### src/rtl/arith_sel_pkg.sv
package arith_sel_pkg;
  typedef enum logic [1:0] {
    OPND_B    = 2'b00,
    OPND_NB   = 2'b01,
    OPND_ZERO = 2'b10,
    OPND_ONES = 2'b11
  } opnd_sel_e;
endpackage

### src/rtl/opnd_mux.sv
module opnd_mux
  import arith_sel_pkg::*;
#(
  parameter int WIDTH = 4
) (
  input  logic [WIDTH-1:0] b_i,
  input  opnd_sel_e        sel_i,
  output logic [WIDTH-1:0] y_o
);
  // one four-way selector per bit
  for (genvar i = 0; i < WIDTH; i++) begin : g_bit
    always_comb begin
      unique case (sel_i)
        OPND_B:    y_o[i] = b_i[i];
        OPND_NB:   y_o[i] = ~b_i[i];
        OPND_ZERO: y_o[i] = 1'b0;
        default:   y_o[i] = 1'b1;
      endcase
    end
  end
endmodule

### src/rtl/fa_cell.sv
module fa_cell (
  input  logic x_i,
  input  logic y_i,
  input  logic c_i,
  output logic s_o,
  output logic c_o
);
  logic p;
  assign p   = x_i ^ y_i;
  assign s_o = p ^ c_i;
  assign c_o = (x_i & y_i) | (p & c_i);
endmodule

### src/rtl/ripple_add.sv
module ripple_add #(
  parameter int WIDTH = 4
) (
  input  logic [WIDTH-1:0] x_i,
  input  logic [WIDTH-1:0] y_i,
  input  logic             cin_i,
  output logic [WIDTH-1:0] s_o,
  output logic             c_top_in_o,
  output logic             cout_o
);
  logic [WIDTH:0] c;
  assign c[0] = cin_i;

  for (genvar i = 0; i < WIDTH; i++) begin : g_stage
    fa_cell u_fa (
      .x_i (x_i[i]),
      .y_i (y_i[i]),
      .c_i (c[i]),
      .s_o (s_o[i]),
      .c_o (c[i+1])
    );
  end

  assign c_top_in_o = c[WIDTH-1];
  assign cout_o     = c[WIDTH];
endmodule

### src/rtl/arith_sel_unit.sv
module arith_sel_unit
  import arith_sel_pkg::*;
#(
  parameter int WIDTH = 4
) (
  input  logic [WIDTH-1:0] a_i,
  input  logic [WIDTH-1:0] b_i,
  input  logic [1:0]       sel_i,
  input  logic             cin_i,
  output logic [WIDTH-1:0] d_o,
  output logic             cout_o,
  output logic             ovf_o
);
  localparam int MSB = WIDTH - 1;

  opnd_sel_e        sel;
  logic [WIDTH-1:0] y;
  logic             c_top_in;

  assign sel = opnd_sel_e'(sel_i);

  opnd_mux #(.WIDTH(WIDTH)) u_mux (
    .b_i   (b_i),
    .sel_i (sel),
    .y_o   (y)
  );

  ripple_add #(.WIDTH(WIDTH)) u_add (
    .x_i        (a_i),
    .y_i        (y),
    .cin_i      (cin_i),
    .s_o        (d_o),
    .c_top_in_o (c_top_in),
    .cout_o     (cout_o)
  );


  assign ovf_o = c_top_in ^ cout_o;

  logic [WIDTH:0] ref_sum;
  always_comb begin
    ref_sum = {1'b0, a_i} + {1'b0, y} + {{WIDTH{1'b0}}, cin_i};

    sum_chk: assert ({cout_o, d_o} == ref_sum);

    ovf_sign_chk: assert (ovf_o == ((a_i[MSB] == y[MSB]) && (d_o[MSB] != a_i[MSB])));

    if (sel == OPND_NB && cin_i) begin
      sub_chk: assert (d_o == a_i - b_i && cout_o == (a_i >= b_i));
    end

    if (sel == OPND_ZERO && !cin_i) begin
      xfer_chk: assert (d_o == a_i && !cout_o);
    end

    if (sel == OPND_ONES && !cin_i) begin
      dec_chk: assert (d_o == a_i - 1'b1 && cout_o == (a_i != '0));
    end

    if (sel == OPND_ONES && cin_i) begin
      xfer_ones_chk: assert (d_o == a_i && cout_o);
    end
  end
endmodule

### config.mk
export PLATFORM = sky130hd
export DESIGN_NAME = arith_sel_unit
export DESIGN_NICKNAME = d
export VERILOG_FILES = /design/src/rtl/arith_sel_pkg.sv /design/src/rtl/opnd_mux.sv /design/src/rtl/fa_cell.sv /design/src/rtl/ripple_add.sv /design/src/rtl/arith_sel_unit.sv
export SDC_FILE = /design/constraint.sdc
export NUM_CORES = 1
export LEC_CHECK = 0
export BUFFER_PORTS_ARGS = -buffer_cell sky130_fd_sc_hd__buf_2
export CAP_MARGIN = 20
export CORE_AREA = 2 2 39 41
export DETAILED_ROUTE_END_ITERATION = 7
export DIE_AREA = 0 0 41 43
export GPL_ROUTABILITY_DRIVEN = 0
export SLEW_MARGIN = 5
export SYNTH_ARGS = -nofsm -noshare
export SYNTH_HDL_FRONTEND = slang
export SYNTH_SLANG_ARGS = --single-unit
### constraint.sdc
create_clock -name vclk -period 4
set_clock_uncertainty 0.05 [all_clocks]
set_input_delay 0.2 -clock vclk [all_inputs]
set_output_delay 0.2 -clock vclk [all_outputs]
set_load 0.005 [all_outputs]
### Word level (Yosys, flattened, before mapping)

Cells that the tools add are included.

| storage, ports and cells | value |
|---|---|
| output and inout port bits | 6 |
| logic and storage cells | 32 |
| register bits after elaboration | 0 |
| input bits | 11 |

| operators by class | value |
|---|---|
| bitwise logic cells | 25 |
| muxes and demuxes | 4 |
| equal/unequal tests | 2 |
| reduce and logical (&&, ||, !) cells | 1 |

Operators with widths:

| operator | count |
|---|---|
| $pmux W1 S3 | 4 |
| $xor A1 B1 Y1 | 9 |
| $and A1 B1 Y1 | 8 |
| $not A1 Y1 | 4 |
| $or A1 B1 Y1 | 4 |
| $eq A2 B1 Y1 const B | 1 |
| $eq A2 B2 Y1 const B | 1 |
| $logic_not A2 Y1 | 1 |

### Longest topological paths before layout

Gate-level depths: netlist of run 1.

| logic depth | value |
|---|---|
| depth after elaboration | 12 |
| depth in mapped cells | 9 |

### Cells and area by module

Synthesis of run 1 repeated with hierarchy kept, for this count alone.

| unflattened totals | value |
|---|---|
| cells, all modules | 14 |
| area total of the unflattened synthesis | 153.9 sq um |

By module, submodules not included:

| module | sequential area each (sq um) | cells each | instances | area an instance (sq um) |
|---|---|---|---|---|
| fa_cell | 0.0 | 1 | 4 | 20.0 |
| opnd_mux | 0.0 | 9 | 1 | 65.1 |
| arith_sel_unit | 0.0 | 1 | 1 | 8.8 |

### Least setup slack after synthesis of run 1

Ideal clock, no wire load.

| path | value |
|---|---|
| path kind | in2out |
| start | input sel_i[0] |
| end | output d_o[3] |
| path buffers | 2 |
| required time | 3.750 ns |
| stages on the path | 9 |
| data arrival time | 2.106 ns |
| slack | 1.644 ns |
| path through | buf_2 xnor2_1 fa_1 inv_1 fa_1 fa_1 inv_1 fa_1 buf_4 |

| between the ends | value |
|---|---|
| longest elaborated chain between the ends | 10 |

RTL lines:

| what | line | RTL |
|---|---|---|
| start: declaration | arith_sel_unit.sv:8 | `input logic [1:0] sel_i,` |
| $eq A2 B2 Y1 (tied with other cells) | opnd_mux.sv:13 | `unique case (sel_i)` |
| $pmux W1 S3 | opnd_mux.sv:13 |  |
| $xor A1 B1 Y1 | fa_cell.sv:9 | `assign p = x_i ^ y_i;` |
| $and A1 B1 Y1 | fa_cell.sv:11 | `assign c_o = (x_i & y_i) \| (p & c_i);` |
| $or A1 B1 Y1 | fa_cell.sv:11 |  |
| $and A1 B1 Y1 | fa_cell.sv:11 |  |
| $or A1 B1 Y1 | fa_cell.sv:11 |  |
| $and A1 B1 Y1 | fa_cell.sv:11 |  |
| $or A1 B1 Y1 | fa_cell.sv:11 |  |
| $xor A1 B1 Y1 * | fa_cell.sv:10 | `assign s_o = p ^ c_i;` |
| end: declaration | arith_sel_unit.sv:10 | `output logic [WIDTH-1:0] d_o,` |

Mark *: on every way between the ends. The rest lies on a longest branch, timed or not.

### Final worst setup path of run 1

| path | value |
|---|---|
| start | input sel_i[1] |
| end | output d_o[3] |

The elaborated chain is that of the path after synthesis.

==> impl_metrics.json, run 1 <==
{
  "status": "finished clean",
  "die-width_um": 41,
  "ant_nets": 0,
  "syn_nets": 39,
  "post_cts_buffers": 0,
  "arrival_ns": 2.28,
  "crit_fanout": 4,
  "p_per_area_nw_per_um2": 167,
  "fin_crit_sh_pct": 63.2,
  "dieArea_um2": 1760,
  "synth_common_cells": "inv_1, xnor2_1, buf_4, fa_1",
  "tns_ns": 0,
  "irDropWorstVdd_uv": 49.8,
  "numSequentialCells": 0,
  "num_io_pins": 17,
  "drive_above_1_share_pct": 47.2,
  "p_leak_nw": 0.147,
  "nets": 53,
  "fp.dieH_um": 43,
  "track_usage_pct": 4.72,
  "cts_resized": 0,
  "core_area_um2": 1380,
  "start_kind": "input pin",
  "hp-start": "cin_i",
  "slew_violations": 0,
  "fmax_ghz": 0.396,
  "yosysMostFrequentCell": "inv_1",
  "yosys-top-cells-area": "fa_1, xnor2_1, buf_4, inv_1, nand2b_1",
  "critPathCaptureType": "output pin",
  "viasPerCell": 3.19,
  "synth_warnings": 0,
  "wirelength_um": 369,
  "design_area_um2": 277,
  "maxSlewHeadroom_pct": 85.1,
  "crit_chain": "buf_2 > nand2b_1 > xnor2_1 > fa_1 > inv_1 > fa_1 > fa_1 > inv_1 > fa_1 > buf_2",
  "drt_iter0_markers": 0,
  "yosysTopAreaCell": "fa_1",
  "insertedDiodeCount": 0,
  "stdcell_count": 52,
  "hold_path.class": "in2out",
  "grt_overflow": 0,
  "worst_pin_slew_ns": 0.222,
  "grt_first_pass_wirelength_um": 621,
  "cp_slowest_cell": "fa_1",
  "placed_area_um2": 277,
  "syn_inst": 24,
  "layout.area.seq_um2": 0,
  "synth.avg_cell_area_um2": 8.60,
  "firstDrtPassIters": 1,
  "ys_types": 7,
  "synth_top_area_share_pct": 38.8,
  "antenna_found_initial": 0,
  "path_buf_inv": 4,
  "hold_depth": 3,
  "grt_pass1_vias": 158,
  "dp_cells": 52,
  "setup_slack_ns": 1.47,
  "cp.required_ns": 3.75,
  "clockBufferCount": 0,
  "path_class": "in2out",
  "wl_per_cell_um": 7.10,
  "setup_viol": 0,
  "path_delay_family": "adder cells",
  "hold-path-endpoint": "d_o[0]",
  "fin_crit_ns": 2.53,
  "hold_violations": 0,
  "pre_cts_ws_ns": 1.45,
  "initial_utilization_pct": 14.9,
  "synth_sequential_area_ratio_pct": 0,
  "drv_cap": 0,
  "fp-row-count": 14,
  "holdBufCountCts": 0,
  "io_buffers": 17,
  "critPathMaxStageDelay_ns": 0.41,
  "grt_max_degree": 5,
  "drc": 0,
  "fillers": 165,
  "rsz0062_at_grt": "no",
  "vias": 166,
  "crit_top_cell": "fa_1",
  "synth_area_um2": 206,
  "syn2layout_area_growth_pct": 33.9
}
-- stage by stage --
step | power (W) | hold WS [ns] | util (%)
2_1_floorplan | 0.0000399 | 0.543 | -
3_3_place_gp | 0.0000465 | 0.684 | 20.0
3_5_place_dp | 0.0000480 | 0.692 | 20.0
4_1_cts | 0.0000482 | 0.692 | 20.0
5_1_grt | 0.0000533 | 0.699 | 20.0
6_report | 0.0000463 | 0.684 | 20.0
-- per-layer routing --
metal / track usage, % / share of wire (%) / vias to the layer above
li1: - / - / 85
met1: 6.13 / 33 / 71
met2: 8.13 / 51 / 10
met3: 1.05 / 15 / 0
met4: 0 / 0 / 0
met5: 0 / 0 / -
-- area by class of cell --
class	count	area, µm²	share of cell area, %
repair buffers	17	85.1	30.8
multi-input cells	13	149	53.8
well taps	16	20.0	7.24
inverters	6	22.5	8.14
-- worst max-delay path by stage --
stage / startpoint / to / slack [ns] / cells after the start
final: sel_i[1] / d_o[3] / 1.47 / 10
after global routing: sel_i[1] / d_o[3] / 1.35 / 10
after CTS: sel_i[1] / d_o[3] / 1.45 / 10
after detailed placement: sel_i[1] / d_o[3] / 1.45 / 10
after global placement: sel_i[1] / d_o[3] / 1.48 / 10
after floorplan: sel_i[0] / d_o[3] / 1.64 / 9
-- cell families (layout without fill, tap and decap cells) --
family	Yosys count	in the layout	synth area share [%]
simple gates	4	4	12.1
xor+xnor	5	5	21.2
fa+ha+maj	4	4	38.8
buf+inv	11	23	27.9
-- cells in the final DEF, fill, tap and decap left out, drive strengths merged --
cell and n:
buf 17, fa 4, inv 6, nand2b 2
nor2b 2, xnor2 5
-- where the power goes --
group,total [W],internal [W],leakage [nW],switching [W]
clock,0,0,0,0
sequential,0,0,0,0
combinational,0.0000463,0.0000252,0.147,0.0000211
total,0.0000463,0.0000252,0.147,0.0000211
Power figures use the tool's default switching activity.
==> run 2: changes to the inputs <==
- clock period: 4 -> 2.4 ns (I/O delays scaled with it)
==> impl_metrics.json, run 2 (synthesis results as in run 1) <==
{
  "status": "finished clean",
  "grt_overflow": 0,
  "initial_utilization_pct": 14.9,
  "drc": 0,
  "io_buffers": 17,
  "grt_pass1_vias": 165,
  "fin_crit_ns": 2.28,
  "fin_crit_sh_pct": 94.9,
  "hold_violations": 0,
  "drv_cap": 0,
  "final_common_cell": "buf_2",
  "stdcell_count": 53,
  "nets": 54,
  "arrival_ns": 2.11,
  "grt_first_pass_wirelength_um": 669,
  "worst_pin_slew_ns": 0.223,
  "cp_slowest_cell": "fa_1",
  "maxSlewHeadroom_pct": 85.0,
  "grt_max_degree": 5,
  "cp.required_ns": 2.23,
  "core_area_um2": 1380,
  "syn2layout_area_growth_pct": 42.4,
  "wl_per_cell_um": 7.34,
  "hold_path.class": "in2out",
  "design_area_um2": 294,
  "firstDrtPassIters": 2,
  "layout.area.seq_um2": 0,
  "crit_fanout": 4,
  "total_power_w": 0.0000839,
  "ant_nets": 0,
  "drt_iter0_markers": 3,
  "multi_input_comb_area_um2": 159,
  "rsz0062_at_grt": "no",
  "slew_violations": 0,
  "fp.dieH_um": 43,
  "dieArea_um2": 1760,
  "vias": 168,
  "critPathMaxStageDelay_ns": 0.40,
  "irDropWorstVdd_uv": 98.1,
  "p_leak_nw": 0.157,
  "start_kind": "input pin",
  "clockBufferCount": 0,
  "drive_above_1_share_pct": 54.1,
  "antenna_found_initial": 0,
  "p_per_area_nw_per_um2": 285,
  "final_cell_mix": "buf_2, inv_1, xnor2_1",
  "track_usage_pct": 5.32,
  "dp_cells": 53,
  "numSequentialCells": 0,
  "crit_chain": "buf_2 > nand2b_1 > xnor2_2 > fa_1 > inv_1 > fa_1 > fa_2 > inv_1 > fa_1 > buf_2",
  "critPathCaptureType": "output pin",
  "viasPerCell": 3.17,
  "wirelength_um": 389,
  "setup_slack_ns": 0.122,
  "hpwl_um": 380,
  "num_io_pins": 17,
  "tns_ns": 0,
  "fillers": 163,
  "insertedDiodeCount": 0,
  "placed_area_um2": 284,
  "setup_viol": 0,
  "crit_top_cell": "fa_1",
  "fmax_ghz": 0.439,
  "pre_cts_ws_ns": 0.0355,
  "die-width_um": 41,
  "path_class": "in2out",
  "fp-row-count": 14
}
## run 2: changes by cell type in the layout (fill, tap and decap cells not counted)
cell	change
buf_4	+1
fa_1	-1
fa_2	+1
xnor2_1	-1
xnor2_2	+1
## run 2: routing by layer
metal  vias to the layer above  GRT usage (%)  part of all wire, %  wire length (µm)
li1                         88              -                    -                 -
met1                        70           7.07                   36               140
met2                        10           9.69                   54               212
met3                         0              0                  9.3                36
met4                         0              0                    0                 0
met5                         -              0                    0                 0
## run 2: path summary, 6_finish.rpt
| kind | cells after the start | start | to |
|---|---|---|---|
| setup / recovery | 10 | sel_i[1] | d_o[3] |
| hold / removal | 3 | cin_i | d_o[0] |
## run 2: layout make-up
| type | instances | area share (%) |
|---|---|---|
| inverter | 6 | 7.66 |
| tap | 16 | 6.81 |
| timing repair buffer | 18 | 31.5 |
| multi-input combinational | 13 | 54.0 |
## run 2: through the flow
stage / hold slack (ns) / utilization, %
3_3_place_gp: 0.524 / 20.5
2_1_floorplan: 0.383 / -
6_report: 0.536 / 21.2
3_5_place_dp: 0.542 / 20.5
5_1_grt: 0.558 / 21.2
4_1_cts: 0.542 / 20.5
## run 2: power by group
| group | switching (W) | leakage [nW] | total (W) | internal [W] |
|---|---|---|---|---|
| clock network | 0 | 0 | 0 | 0 |
| logic | 0.0000374 | 0.157 | 0.0000839 | 0.0000465 |
| registers | 0 | 0 | 0 | 0 |
| total | 0.0000374 | 0.157 | 0.0000839 | 0.0000465 |
## run 2: timing repair
action,in CTS,in global routing
setup buffers,0,0
gates resized for setup,0,2
endpoints found under the setup margin,0,2
hold buffers,0,0
hold endpoints to repair,0,0
## run 2: critical path: cells and delay by family
family | cells | cell delay, ns
buf+inv | 4 | 0.38
simple gates | 1 | 0.17
xor+xnor | 1 | 0.14
fa+ha+maj | 4 | 1.31
